## src/rtl/coast_window_gen.sv

```systemverilog
module coast_window_gen #(
  parameter int CNT_W  = 8,
  parameter int LINE_W = 12
) (
  input  logic             clk,
  input  logic             rst_n,
  input  logic             hsync_in,
  input  logic             vsync_in,
  input  logic [CNT_W-1:0] pre_lines,
  input  logic [CNT_W-1:0] post_lines,
  input  logic             active_high,
  output logic             coast_out
);

  localparam logic [LINE_W-1:0] LINE_MAX = {LINE_W{1'b1}};

  logic hs_s1, hs_s2, vs_s1, vs_s2;
  logic hs_rise, vs_rise, vs_fall;
  logic [LINE_W-1:0] line_cnt, frame_len, pre_ext, pre_start;
  logic [CNT_W-1:0]  post_cnt;
  logic seen_vs, frame_ok;
  logic pre_on, coast_act, coast_q;

  always_ff @(posedge clk) begin
    if (!rst_n) begin
      hs_s1 <= 1'b0;
      hs_s2 <= 1'b0;
      vs_s1 <= 1'b0;
      vs_s2 <= 1'b0;
    end else begin
      hs_s1 <= hsync_in;
      hs_s2 <= hs_s1;
      vs_s1 <= vsync_in;
      vs_s2 <= vs_s1;
    end
  end

  assign hs_rise = hs_s1 & ~hs_s2;
  assign vs_rise = vs_s1 & ~vs_s2;
  assign vs_fall = ~vs_s1 & vs_s2;

  always_ff @(posedge clk) begin
    if (!rst_n) begin
      line_cnt  <= '0;
      frame_len <= '0;
      seen_vs   <= 1'b0;
      frame_ok  <= 1'b0;
    end else if (vs_rise) begin
      line_cnt  <= '0;
      frame_len <= line_cnt;
      seen_vs   <= 1'b1;
      frame_ok  <= seen_vs;
    end else if (hs_rise && line_cnt != LINE_MAX) begin
      line_cnt  <= line_cnt + 1'b1;
    end
  end

  AST_LINE_RESTART: assert property (@(posedge clk) disable iff (!rst_n)
    vs_rise |=> (line_cnt == '0));

  always_ff @(posedge clk) begin
    if (!rst_n)
      post_cnt <= '0;
    else if (vs_fall)
      post_cnt <= post_lines;
    else if (hs_rise && post_cnt != '0)
      post_cnt <= post_cnt - 1'b1;
  end

  AST_POST_LOAD: assert property (@(posedge clk) disable iff (!rst_n)
    vs_fall |=> (post_cnt == $past(post_lines)));

  assign pre_ext   = LINE_W'(pre_lines);
  assign pre_start = (pre_ext >= frame_len) ? '0 : frame_len - pre_ext;
  assign pre_on    = frame_ok && (pre_lines != '0) && (line_cnt >= pre_start);
  assign coast_act = vs_s2 | (post_cnt != '0) | pre_on;

  always_ff @(posedge clk) begin
    if (!rst_n)
      coast_q <= 1'b0;
    else
      coast_q <= coast_act;
  end

  assign coast_out = active_high ? coast_q : ~coast_q;

  AST_VS_COVERED: assert property (@(posedge clk) disable iff (!rst_n)
    vs_s2 |=> coast_q);

  AST_POST_HOLD: assert property (@(posedge clk) disable iff (!rst_n)
    (post_cnt != '0) |=> coast_q);

  AST_NO_PRE_UNMEASURED: assert property (@(posedge clk) disable iff (!rst_n)
    (!frame_ok && !vs_s2 && post_cnt == '0) |=> !coast_q);

  AST_OUT_LATENCY: assert property (@(posedge clk) disable iff (!rst_n)
    ($rose(vs_s1) && vs_s1) |=> ##1 coast_q);

endmodule

```

## config.mk

```make
export PLATFORM = sky130hd
export DESIGN_NAME = coast_window_gen
export DESIGN_NICKNAME = d
export VERILOG_FILES = /design/src/rtl/coast_window_gen.sv
export SDC_FILE = /design/constraint.sdc
export NUM_CORES = 1
export LEC_CHECK = 0
export BUFFER_PORTS_ARGS = -buffer_cell sky130_fd_sc_hd__buf_2
export CORE_ASPECT_RATIO = 0.5
export CORE_MARGIN = 2
export CORE_UTILIZATION = 55
export DETAILED_ROUTE_END_ITERATION = 7
export GPL_TIMING_DRIVEN = 0
export PLACE_DENSITY = 0.77
export REMOVE_ABC_BUFFERS = 1
export SLEW_MARGIN = 5
export SYNTH_ARGS = -nofsm -noshare
export SYNTH_HDL_FRONTEND = slang
export SYNTH_SLANG_ARGS = --single-unit
```

## constraint.sdc

```tcl
create_clock -name clk -period 9.4 [get_ports clk]
set_input_delay 1.88 -clock clk [delete_from_list [all_inputs] [get_ports clk]]
set_output_delay 1.88 -clock clk [all_outputs]
set_load 0.05 [all_outputs]
```

==> impl_metrics.json, run 1 <==
{
  "fin_crit_sh_pct": 49.8,
  "routed_wl_mm": 5.41,
  "clk_pin_slew_worst_paths_ns": 0.07,
  "drtAntennaViolNets": 0,
  "vias": 2234,
  "hold_path.class": "reg -> reg",
  "tightest_slew_ns": 0.888,
  "status": "finished, final reports clean",
  "slowest_delay_ns": 0.39,
  "setup_violations": 0,
  "reg2reg_depth": 15,
  "ir_worst_vdd_mv": 0.0772,
  "synthTopCellsByArea": "dfxtp_1, ha_1, nand2_1",
  "ctsResizeCount": 0,
  "overflow": 0,
  "grt_pass1_vias": 2069,
  "drtPass1Iterations": 4,
  "maxCapViolations": 0,
  "drv_slew": 0,
  "ios": 22,
  "ys_ff_latch": 39,
  "synth_edf_count": 0,
  "critPathMaxFanout": 10,
  "fp.dieArea_sq_um": 5120,
  "synth_area_sq_um": 2490,
  "endpoint_kind": "register",
  "post-cts-setup-buffers": 0,
  "start_kind": "input port",
  "synth.most_common_cell": "nand2_1",
  "min_to": "frame_len[0]$_SDFFE_PN0P_",
  "fin_tns_setup_ns": 0,
  "rows": 17,
  "synth_commonest_cells": "nand2_1, dfxtp_1, a21oi_1, nor2_1, ha_1",
  "final-hold-violation-count": 0,
  "cp.arrival_ns": 4.86,
  "async_flop_share_pct": 0,
  "synth_top_area_share_pct": 31.3,
  "max_freq_ghz": 0.213,
  "cellPowerDensity_nw_per_um2": 131,
  "grt_start_max_net_pins": 19,
  "cts.path.max_buffers": 2,
  "cp.required_ns": 9.57,
  "cp_slowest_cell": "fa_1",
  "rsz0062_at_grt": "false",
  "r2r_slack_ns": 6.06,
  "port_buffers": 21,
  "min_delay_path_depth": 2,
  "criticalPathCategory": "in -> reg",
  "synth_cells": 316,
  "synth_cell_type_count": 46,
  "cpLargestDelayFamily": "compound AO/OA/AOI/OAI gates",
  "avgRoutedWirePerCell_um": 13.8,
  "initial_core_util_pct": 56.9,
  "diodes": 0,
  "yosysTopAreaCell": "dfxtp_1",
  "post_drt_via_cell_ratio": 5.68,
  "layout-drive-gt1-share_pct": 9.52,
  "globalplace.congestion": 0.836,
  "drt_iter0_markers": 100,
  "timing.rr.end": "coast_q$_SDFF_PN0_",
  "final_util_pct": 62.5,
  "coreArea_sq_um": 4380,
  "cts_tree": "done",
  "die_y_um": 51.6,
  "syn_avg_cell_area_sq_um": 7.90,
  "grt_pass1_wl_mm": 9.13,
  "hp-start": "frame_len[0]$_SDFFE_PN0P_",
  "relSlewSlack_pct": 40.7,
  "cts_buffers": 5,
  "finalClockSkew_ns": 0.00748,
  "area_delta_synth_final_pct": 9.68,
  "fin_crit_ns": 4.69,
  "p_leak_nw": 1.12,
  "critPathBufInv": 2,
  "cts_root_buf": "clkbuf_8",
  "grt_use_total_pct": 22.4,
  "clk_latency_ns": 0.29,
  "finalNetCount": 380,
  "remaining_drc_errors": 0,
  "dp_hpwl_mm": 4.09,
  "cts_hold_buf": 0,
  "cts.sinks": 39,
  "ys_warn_count": 0,
  "antenna_found_initial": 0,
  "crit_chain": "buf_2 > ha_1 > inv_1 > fa_1 > a21o_1 > a21o_1 > a211oi_2 > o21ai_2 > o31ai_1 > ha_1 > a21oi_1 > o21ai_0 > a211o_1 > a21oi_1 > o21ai_0",
  "synth_ff_type": "dfxtp_1",
  "die_w_um": 99.3,
  "htreeDepth": 2,
  "r2r_start": "frame_len[0]$_SDFFE_PN0P_",
  "yosysSeqAreaShare_pct": 31.3
}
## logic make-up (layout without fill, tap and decap cells)
family	after synthesis	count (layout)	share of synthesized area, %
xor+xnor	19	19	6.67
compound gates	75	75	19.7
mux	3	3	1.20
flops	39	39	31.3
fa+ha+maj	24	24	12.3
simple gates	129	129	24.7
buf+inv	27	47	4.11
## routing by layer
metal | part of all wire (%) | track usage [%] | vias up | wire, um
met5 | 0 | 0 | - | 0
met4 | 1.3 | 7.76 | 0 | 73
met3 | 4.0 | 4.57 | 9 | 218
met2 | 44 | 38.7 | 50 | 2400
met1 | 50 | 28.4 | 1022 | 2720
li1 | - | - | 1153 | -
## sequential cells by signal, summed over array words and instances, names as in the netlist
| name | cells |
|---|---|
| vs_s1 | 1 |
| frame_ok | 1 |
| coast_q | 1 |
| vs_s2 | 1 |
| hs_s1 | 1 |
| seen_vs | 1 |
| frame_len | 12 |
| hs_s2 | 1 |
| post_cnt | 8 |
| line_cnt | 12 |
## worst max path at each step
stage	startpoint	endpoint	slack, ns	depth (start not counted)
finish	pre_lines[0]	coast_q$_SDFF_PN0_	4.71	15
global route	pre_lines[0]	coast_q$_SDFF_PN0_	4.52	15
CTS	pre_lines[0]	coast_q$_SDFF_PN0_	4.74	15
detailed placement	pre_lines[0]	coast_q$_SDFF_PN0_	4.47	15
global placement	pre_lines[0]	coast_q$_SDFF_PN0_	4.50	15
floorplan	active_high	coast_out	4.81	1
## metrics by stage
step | cells | cell area, sq um | setup WS, ns | hold WS, ns | power, mW
3_5_place_dp | 385 | 2640 | 4.47 | 0.449 | 0.239
6_report | 393 | 2740 | 4.71 | 0.457 | 0.358
2_1_floorplan | 307 | 2460 | 4.81 | 0.432 | 0.223
4_1_cts | 393 | 2740 | 4.74 | 0.460 | 0.360
5_1_grt | 393 | 2740 | 4.52 | 0.491 | 0.376
3_3_place_gp | 385 | 2640 | 4.50 | 0.437 | 0.236
## worst reg2reg max path: stages (launching register included)
cell	delay, ns
dfxtp_1	0.31
inv_1	0.05
ha_1	0.15
inv_1	0.06
fa_1	0.39
a21o_1	0.18
a21o_1	0.25
a211oi_2	0.34
o21ai_2	0.21
o31ai_1	0.17
ha_1	0.31
a21oi_1	0.18
o21ai_0	0.14
a211o_1	0.30
a21oi_1	0.12
o21ai_0	0.08
## power by group
part | internal (mW) | switching [mW] | total, mW | leakage (nW)
registers | 0.172 | 0.00603 | 0.178 | 0.317
logic | 0.0229 | 0.0341 | 0.0569 | 0.749
clock network | 0.0669 | 0.0555 | 0.122 | 0.0515
## layout by cell type, fill, tap and decap left out, types with 7 or more instances in the layout
cell,synthesis,routed
nand2_1,52,52
o21ai_0,15,15
nand3_1,7,7
ha_1,23,23
dfxtp_1,39,39
nor2_1,26,26
xnor2_1,8,8
xor2_1,11,11
and2_1,8,8
clkbuf_8,0,7
inv_1,17,17
a21oi_1,26,26
buf_2,0,21
## area by class of cell
| cell class | count | area (sq um) |
|---|---|---|
| fill | 386 | 1650 |
| multi-input combinational | 250 | 1610 |
| sequential | 39 | 781 |
| timing repair buffer | 21 | 105 |
| clock buffer | 8 | 100 |
| tap | 57 | 71.3 |
| inverter | 18 | 67.6 |
(Power assumes the default switching activity.)
==> inputs of run 2 (changes only) <==
CORE_UTILIZATION = 54   (was 55)
PLACE_DENSITY = 0.78   (was 0.77)
clock period = 4.05 ns   (was 9.4 ns; I/O delays follow)
==> run 2 against run 1 <==
Worst hold slack improved by 0.0034 ns. Combinational power increased by 130%. Final area unchanged. Wire length decreased by 4.4%. Sequential power increased by 130%. Clock power increased by 130%. Worst setup slack got worse by 4.2 ns. Global-route usage decreased by 0.52 points. Sequential cell count unchanged. Highest routed layer unchanged.
==> impl_metrics.json, run 2 (synthesis gave the netlist of run 1 again) <==
{
  "routed_wl_mm": 5.17,
  "maxCapViolations": 0,
  "setup_violations": 0,
  "antenna_found_initial": 0,
  "die_y_um": 52.1,
  "cellPowerDensity_nw_per_um2": 303,
  "avgRoutedWirePerCell_um": 13.2,
  "status": "finished, final reports clean",
  "criticalPathCategory": "in -> reg",
  "endpoint_kind": "register",
  "seqCellArea_sq_um": 781,
  "cts_hold_buf": 0,
  "grt_pass1_wl_mm": 8.87,
  "finalClockSkew_ns": 0.00410,
  "globalplace.congestion": 0.841,
  "max_freq_ghz": 0.281,
  "die_w_um": 100,
  "cts.sinks": 39,
  "drtAntennaViolNets": 0,
  "p_leak_nw": 1.12,
  "rsz0062_at_grt": "false",
  "post-cts-setup-buffers": 0,
  "multi_input_area_sq_um": 1610,
  "clk_pin_slew_worst_paths_ns": 0.07,
  "coreArea_sq_um": 4420,
  "cts_buffers": 5,
  "post_drt_via_cell_ratio": 5.59,
  "drv_slew": 0,
  "cts_tree": "done",
  "grt_pass1_vias": 2053,
  "tightest_slew_ns": 0.886,
  "hold_path.class": "reg -> reg",
  "fin_crit_sh_pct": 87.8,
  "fp.dieArea_sq_um": 5210,
  "power.total_mw": 0.830,
  "ios": 22,
  "critPathMaxFanout": 10,
  "cts_root_buf": "clkbuf_8",
  "final-hold-violation-count": 0,
  "diodes": 0,
  "dp_hpwl_mm": 3.97,
  "layout_common_cells": "nand2_1, dfxtp_1, nor2_1, a21oi_1, ha_1",
  "ctsResizeCount": 0,
  "area_delta_synth_final_pct": 9.68,
  "start_kind": "input port",
  "relSlewSlack_pct": 40.8,
  "port_buffers": 21,
  "grt_start_max_net_pins": 19,
  "layout-drive-gt1-share_pct": 9.52,
  "ir_worst_vdd_mv": 0.213,
  "initial_core_util_pct": 56.4,
  "finalNetCount": 380,
  "overflow": 0,
  "htreeDepth": 2,
  "cp.arrival_ns": 3.74,
  "cp.required_ns": 4.23,
  "final_util_pct": 61.8,
  "rows": 17,
  "fillers": 388,
  "fin_tns_setup_ns": 0,
  "drt_iter0_markers": 62,
  "final_common_cell": "nand2_1",
  "clk_latency_ns": 0.29,
  "fin_crit_ns": 3.56,
  "vias": 2196,
  "cts.path.max_buffers": 2,
  "top_regs": "frame_len x12, line_cnt x12, post_cnt x8",
  "remaining_drc_errors": 0,
  "grt_use_total_pct": 21.9,
  "drtPass1Iterations": 4
}
[run 2: cell counts in the layout (fill, tap and decap cells not counted)]
No cell type changed its count.
[run 2: cell type report]
type | instances | share of cell area [%]
multi-input combinational | 250 | 58.9
sequential | 39 | 28.5
timing repair buffer | 21 | 3.84
clock buffer | 8 | 3.66
tap | 57 | 2.61
inverter | 18 | 2.47
[run 2: where the power goes]
part           internal, mW  switching [mW]  leakage [nW]
sequential            0.400          0.0141         0.317
clock                 0.155           0.130        0.0515
combinational        0.0527          0.0780         0.749
[run 2: worst paths after layout]
| check | start | endpoint | slack [ns] | cells after the start |
|---|---|---|---|---|
| worst max-delay path | pre_lines[0] | coast_q$_SDFF_PN0_ | 0.49 | 15 |
| worst min-delay path | frame_len[0]$_SDFFE_PN0P_ | frame_len[0]$_SDFFE_PN0P_ | 0.46 | 2 |
| worst max register to register | frame_len[0]$_SDFFE_PN0P_ | coast_q$_SDFF_PN0_ | 0.76 | 15 |
| worst min register to register | frame_len[0]$_SDFFE_PN0P_ | frame_len[0]$_SDFFE_PN0P_ | 0.46 | 2 |
[run 2: metal layers]
layer / global-route usage (%) / routed length [um] / share of wire [%]
met1: 28.7 / 2610 / 50
met2: 35.5 / 2220 / 43
met3: 4.57 / 260 / 5.0
met4: 9.36 / 80 / 1.5
met5: 0 / 0 / 0
[run 2: worst max-delay path: stages]
cell and delay (ns):
buf_2 0.10, ha_1 0.16, inv_1 0.05, fa_1 0.40, a21o_1 0.17, a21o_1 0.24, a211oi_2 0.34, o21ai_2 0.21
o31ai_1 0.17, ha_1 0.32, a21oi_1 0.13, o21ai_0 0.11, a211o_1 0.29, a21oi_1 0.13, o21ai_0 0.08
[run 2: stage by stage]
step,area [sq um],hold slack [ns],instances,setup WS (ns)
floorplan,2460,0.432,307,0.616
global placement,2640,0.437,385,0.231
detailed placement,2640,0.452,385,0.193
CTS,2740,0.462,393,0.515
global route,2740,0.476,393,0.241
finish,2740,0.460,393,0.492
==> inputs of run 3 (changes only) <==
ABC_AREA = 1   (was default)
==> run 3 against run 2 <==
Sequential share of layout area down 2.7 points. Worst hold slack worse by 0.034 ns. Sequential cell count unchanged. Wire length up 14%. Register-to-register slack better by 0.47 ns. Final area up 11%. Fmax up 14%. Area after synthesis up 11%. Worst setup slack better by 0.43 ns. Clock power about the same. Global-route usage up 0.29 points.
==> impl_metrics.json, run 3 <==
{
  "overflow": 0,
  "final_common_cell": "nand2_1",
  "post-cts-setup-buffers": 0,
  "clk_latency_ns": 0.29,
  "yosysTopAreaCell": "dfxtp_1",
  "vias": 2594,
  "seqCellArea_sq_um": 781,
  "die_w_um": 105,
  "coreArea_sq_um": 4930,
  "synth.most_common_cell": "nand2_1",
  "synth_top_area_share_pct": 28.1,
  "rsz0062_at_grt": "false",
  "async_flop_share_pct": 0,
  "drtPass1Iterations": 4,
  "clk_pin_slew_worst_paths_ns": 0.07,
  "synthSimpleGateAreaFrac_pct": 35.1,
  "grt_pass1_wl_mm": 10.1,
  "multi_input_area_sq_um": 1740,
  "syn_avg_cell_area_sq_um": 6.62,
  "grt_start_max_net_pins": 26,
  "cp.required_ns": 4.27,
  "setup_violations": 0,
  "ys_warn_count": 0,
  "reg2reg_depth": 20,
  "min_delay_path_depth": 2,
  "synthMuxAreaShare_pct": 0.361,
  "layout-drive-gt1-share_pct": 14.1,
  "drtAntennaViolNets": 0,
  "htreeDepth": 2,
  "synth_fa_ha_area_share_pct": 11.1,
  "tightest_slew_ns": 0.725,
  "drv_slew": 0,
  "cts_buffers": 5,
  "port_buffers": 21,
  "synth_area_sq_um": 2780,
  "cts.sinks": 39,
  "fillers": 483,
  "globalplace.congestion": 0.903,
  "post_drt_via_cell_ratio": 5.08,
  "maxCapViolations": 0,
  "synth_ff_type": "dfxtp_1",
  "initial_core_util_pct": 56.3,
  "diodes": 0,
  "rows": 18,
  "ys_ff_latch": 39,
  "p_leak_nw": 1.47,
  "synth-xor-area-share_pct": 3.47,
  "critPathMaxFanout": 10,
  "fin_crit_sh_pct": 77.3,
  "power.total_mw": 1.01,
  "dp_hpwl_mm": 4.58,
  "fin_crit_ns": 3.13,
  "layout_common_cells": "nand2_1, inv_1, nor2_1",
  "top_regs": "frame_len x12, line_cnt x12, post_cnt x8",
  "cts_root_buf": "clkbuf_8",
  "endpoint_kind": "register",
  "status": "finished, final reports clean",
  "synth_commonest_cells": "nand2_1, inv_1, nor2_1, dfxtp_1, nand3_1",
  "synth_top_family_by_area": "simple AND/OR/NAND/NOR gates",
  "yosysSeqAreaShare_pct": 28.1,
  "finalClockSkew_ns": 0.00333,
  "ios": 22,
  "grt_use_total_pct": 22.2,
  "criticalPathCategory": "in -> reg",
  "antenna_found_initial": 0,
  "synth_cell_type_count": 28,
  "cellPowerDensity_nw_per_um2": 332,
  "synthTopCellsByArea": "dfxtp_1, nand2_1, ha_1",
  "ctsResizeCount": 0,
  "cts.path.max_buffers": 2,
  "max_freq_ghz": 0.319,
  "cp.arrival_ns": 3.35,
  "die_y_um": 54.7,
  "routed_wl_mm": 5.90,
  "fp.dieArea_sq_um": 5760,
  "synth_edf_count": 0,
  "synth_compound_area_share_pct": 12.6,
  "relSlewSlack_pct": 51.6,
  "grt_pass1_vias": 2273,
  "remaining_drc_errors": 0,
  "final-hold-violation-count": 0,
  "drt_iter0_markers": 105,
  "hold_path.class": "reg -> reg",
  "start_kind": "input port",
  "cts_hold_buf": 0,
  "finalNetCount": 485,
  "cts_tree": "done",
  "ir_worst_vdd_mv": 0.218,
  "avgRoutedWirePerCell_um": 11.5,
  "fin_tns_setup_ns": 0,
  "synth_cells": 419,
  "area_delta_synth_final_pct": 9.11
}
==> run 3: worst max-delay path, stage by stage <==
cell	delay (ns)
buf_2	0.07
inv_1	0.05
ha_1	0.37
nand2_1	0.09
or2_2	0.33
nand3b_1	0.16
nand2_1	0.10
nand2_2	0.19
nand3_1	0.16
ha_1	0.32
nand2_1	0.07
nor2_1	0.15
inv_1	0.06
nor2_1	0.10
nand2_1	0.06
nand2_1	0.06
nand2_1	0.08
a21oi_1	0.14
==> run 3: cell families (layout without fill, tap and decap cells) <==
logic type,count (synthesis),after routing
AND/OR/NAND/NOR,216,216
AO/OA/AOI/OAI,64,64
multiplexers,1,1
buffers and inverters,64,86
XOR/XNOR,11,11
flip-flops,39,39
adder cells (fa/ha/maj),24,24
==> run 3: metrics by stage <==
step / area (sq um) / hold slack (ns) / worst slack (ns) / util (%) / std cells
3_3_place_gp: 2930 / 0.415 / 0.687 / 59.3 / 503
4_1_cts: 3030 / 0.431 / 0.966 / 61.3 / 511
3_5_place_dp: 2930 / 0.420 / 0.668 / 59.3 / 503
5_1_grt: 3030 / 0.466 / 0.746 / 61.4 / 511
6_report: 3030 / 0.427 / 0.920 / 61.4 / 511
2_1_floorplan: 2730 / 0.407 / 1.17 / - / 412
==> run 3: layout make-up <==
class | count | area share, %
tap | 70 | 2.89
multi-input combinational | 316 | 57.5
inverter | 57 | 7.07
timing repair buffer | 21 | 3.47
sequential | 39 | 25.8
clock buffer | 8 | 3.31
==> run 3: report_power, final <==
group	switching [mW]	total (mW)	internal, mW	leakage, nW
combinational	0.184	0.293	0.109	1.10
sequential	0.0190	0.427	0.408	0.319
clock	0.131	0.286	0.155	0.0515
==> run 3: final timing paths <==
check / startpoint / endpoint / slack (ns)
setup / recovery: pre_lines[7] / coast_q$_SDFF_PN0_ / 0.92
hold / removal: hs_s1$_SDFF_PN0_ / hs_s2$_SDFF_PN0_ / 0.43
setup reg to reg: frame_len[0]$_SDFFE_PN0P_ / coast_q$_SDFF_PN0_ / 1.23
hold reg to reg: hs_s1$_SDFF_PN0_ / hs_s2$_SDFF_PN0_ / 0.43
==> run 3: metal layers <==
metal  part of all wire [%]  global-route usage [%]  vias up
li1                       -                       -     1388
met1                     51                    30.7     1136
met2                     43                    37.3       62
met3                    4.7                    3.21        8
met4                    1.0                    5.33        0
met5                      0                       0        -
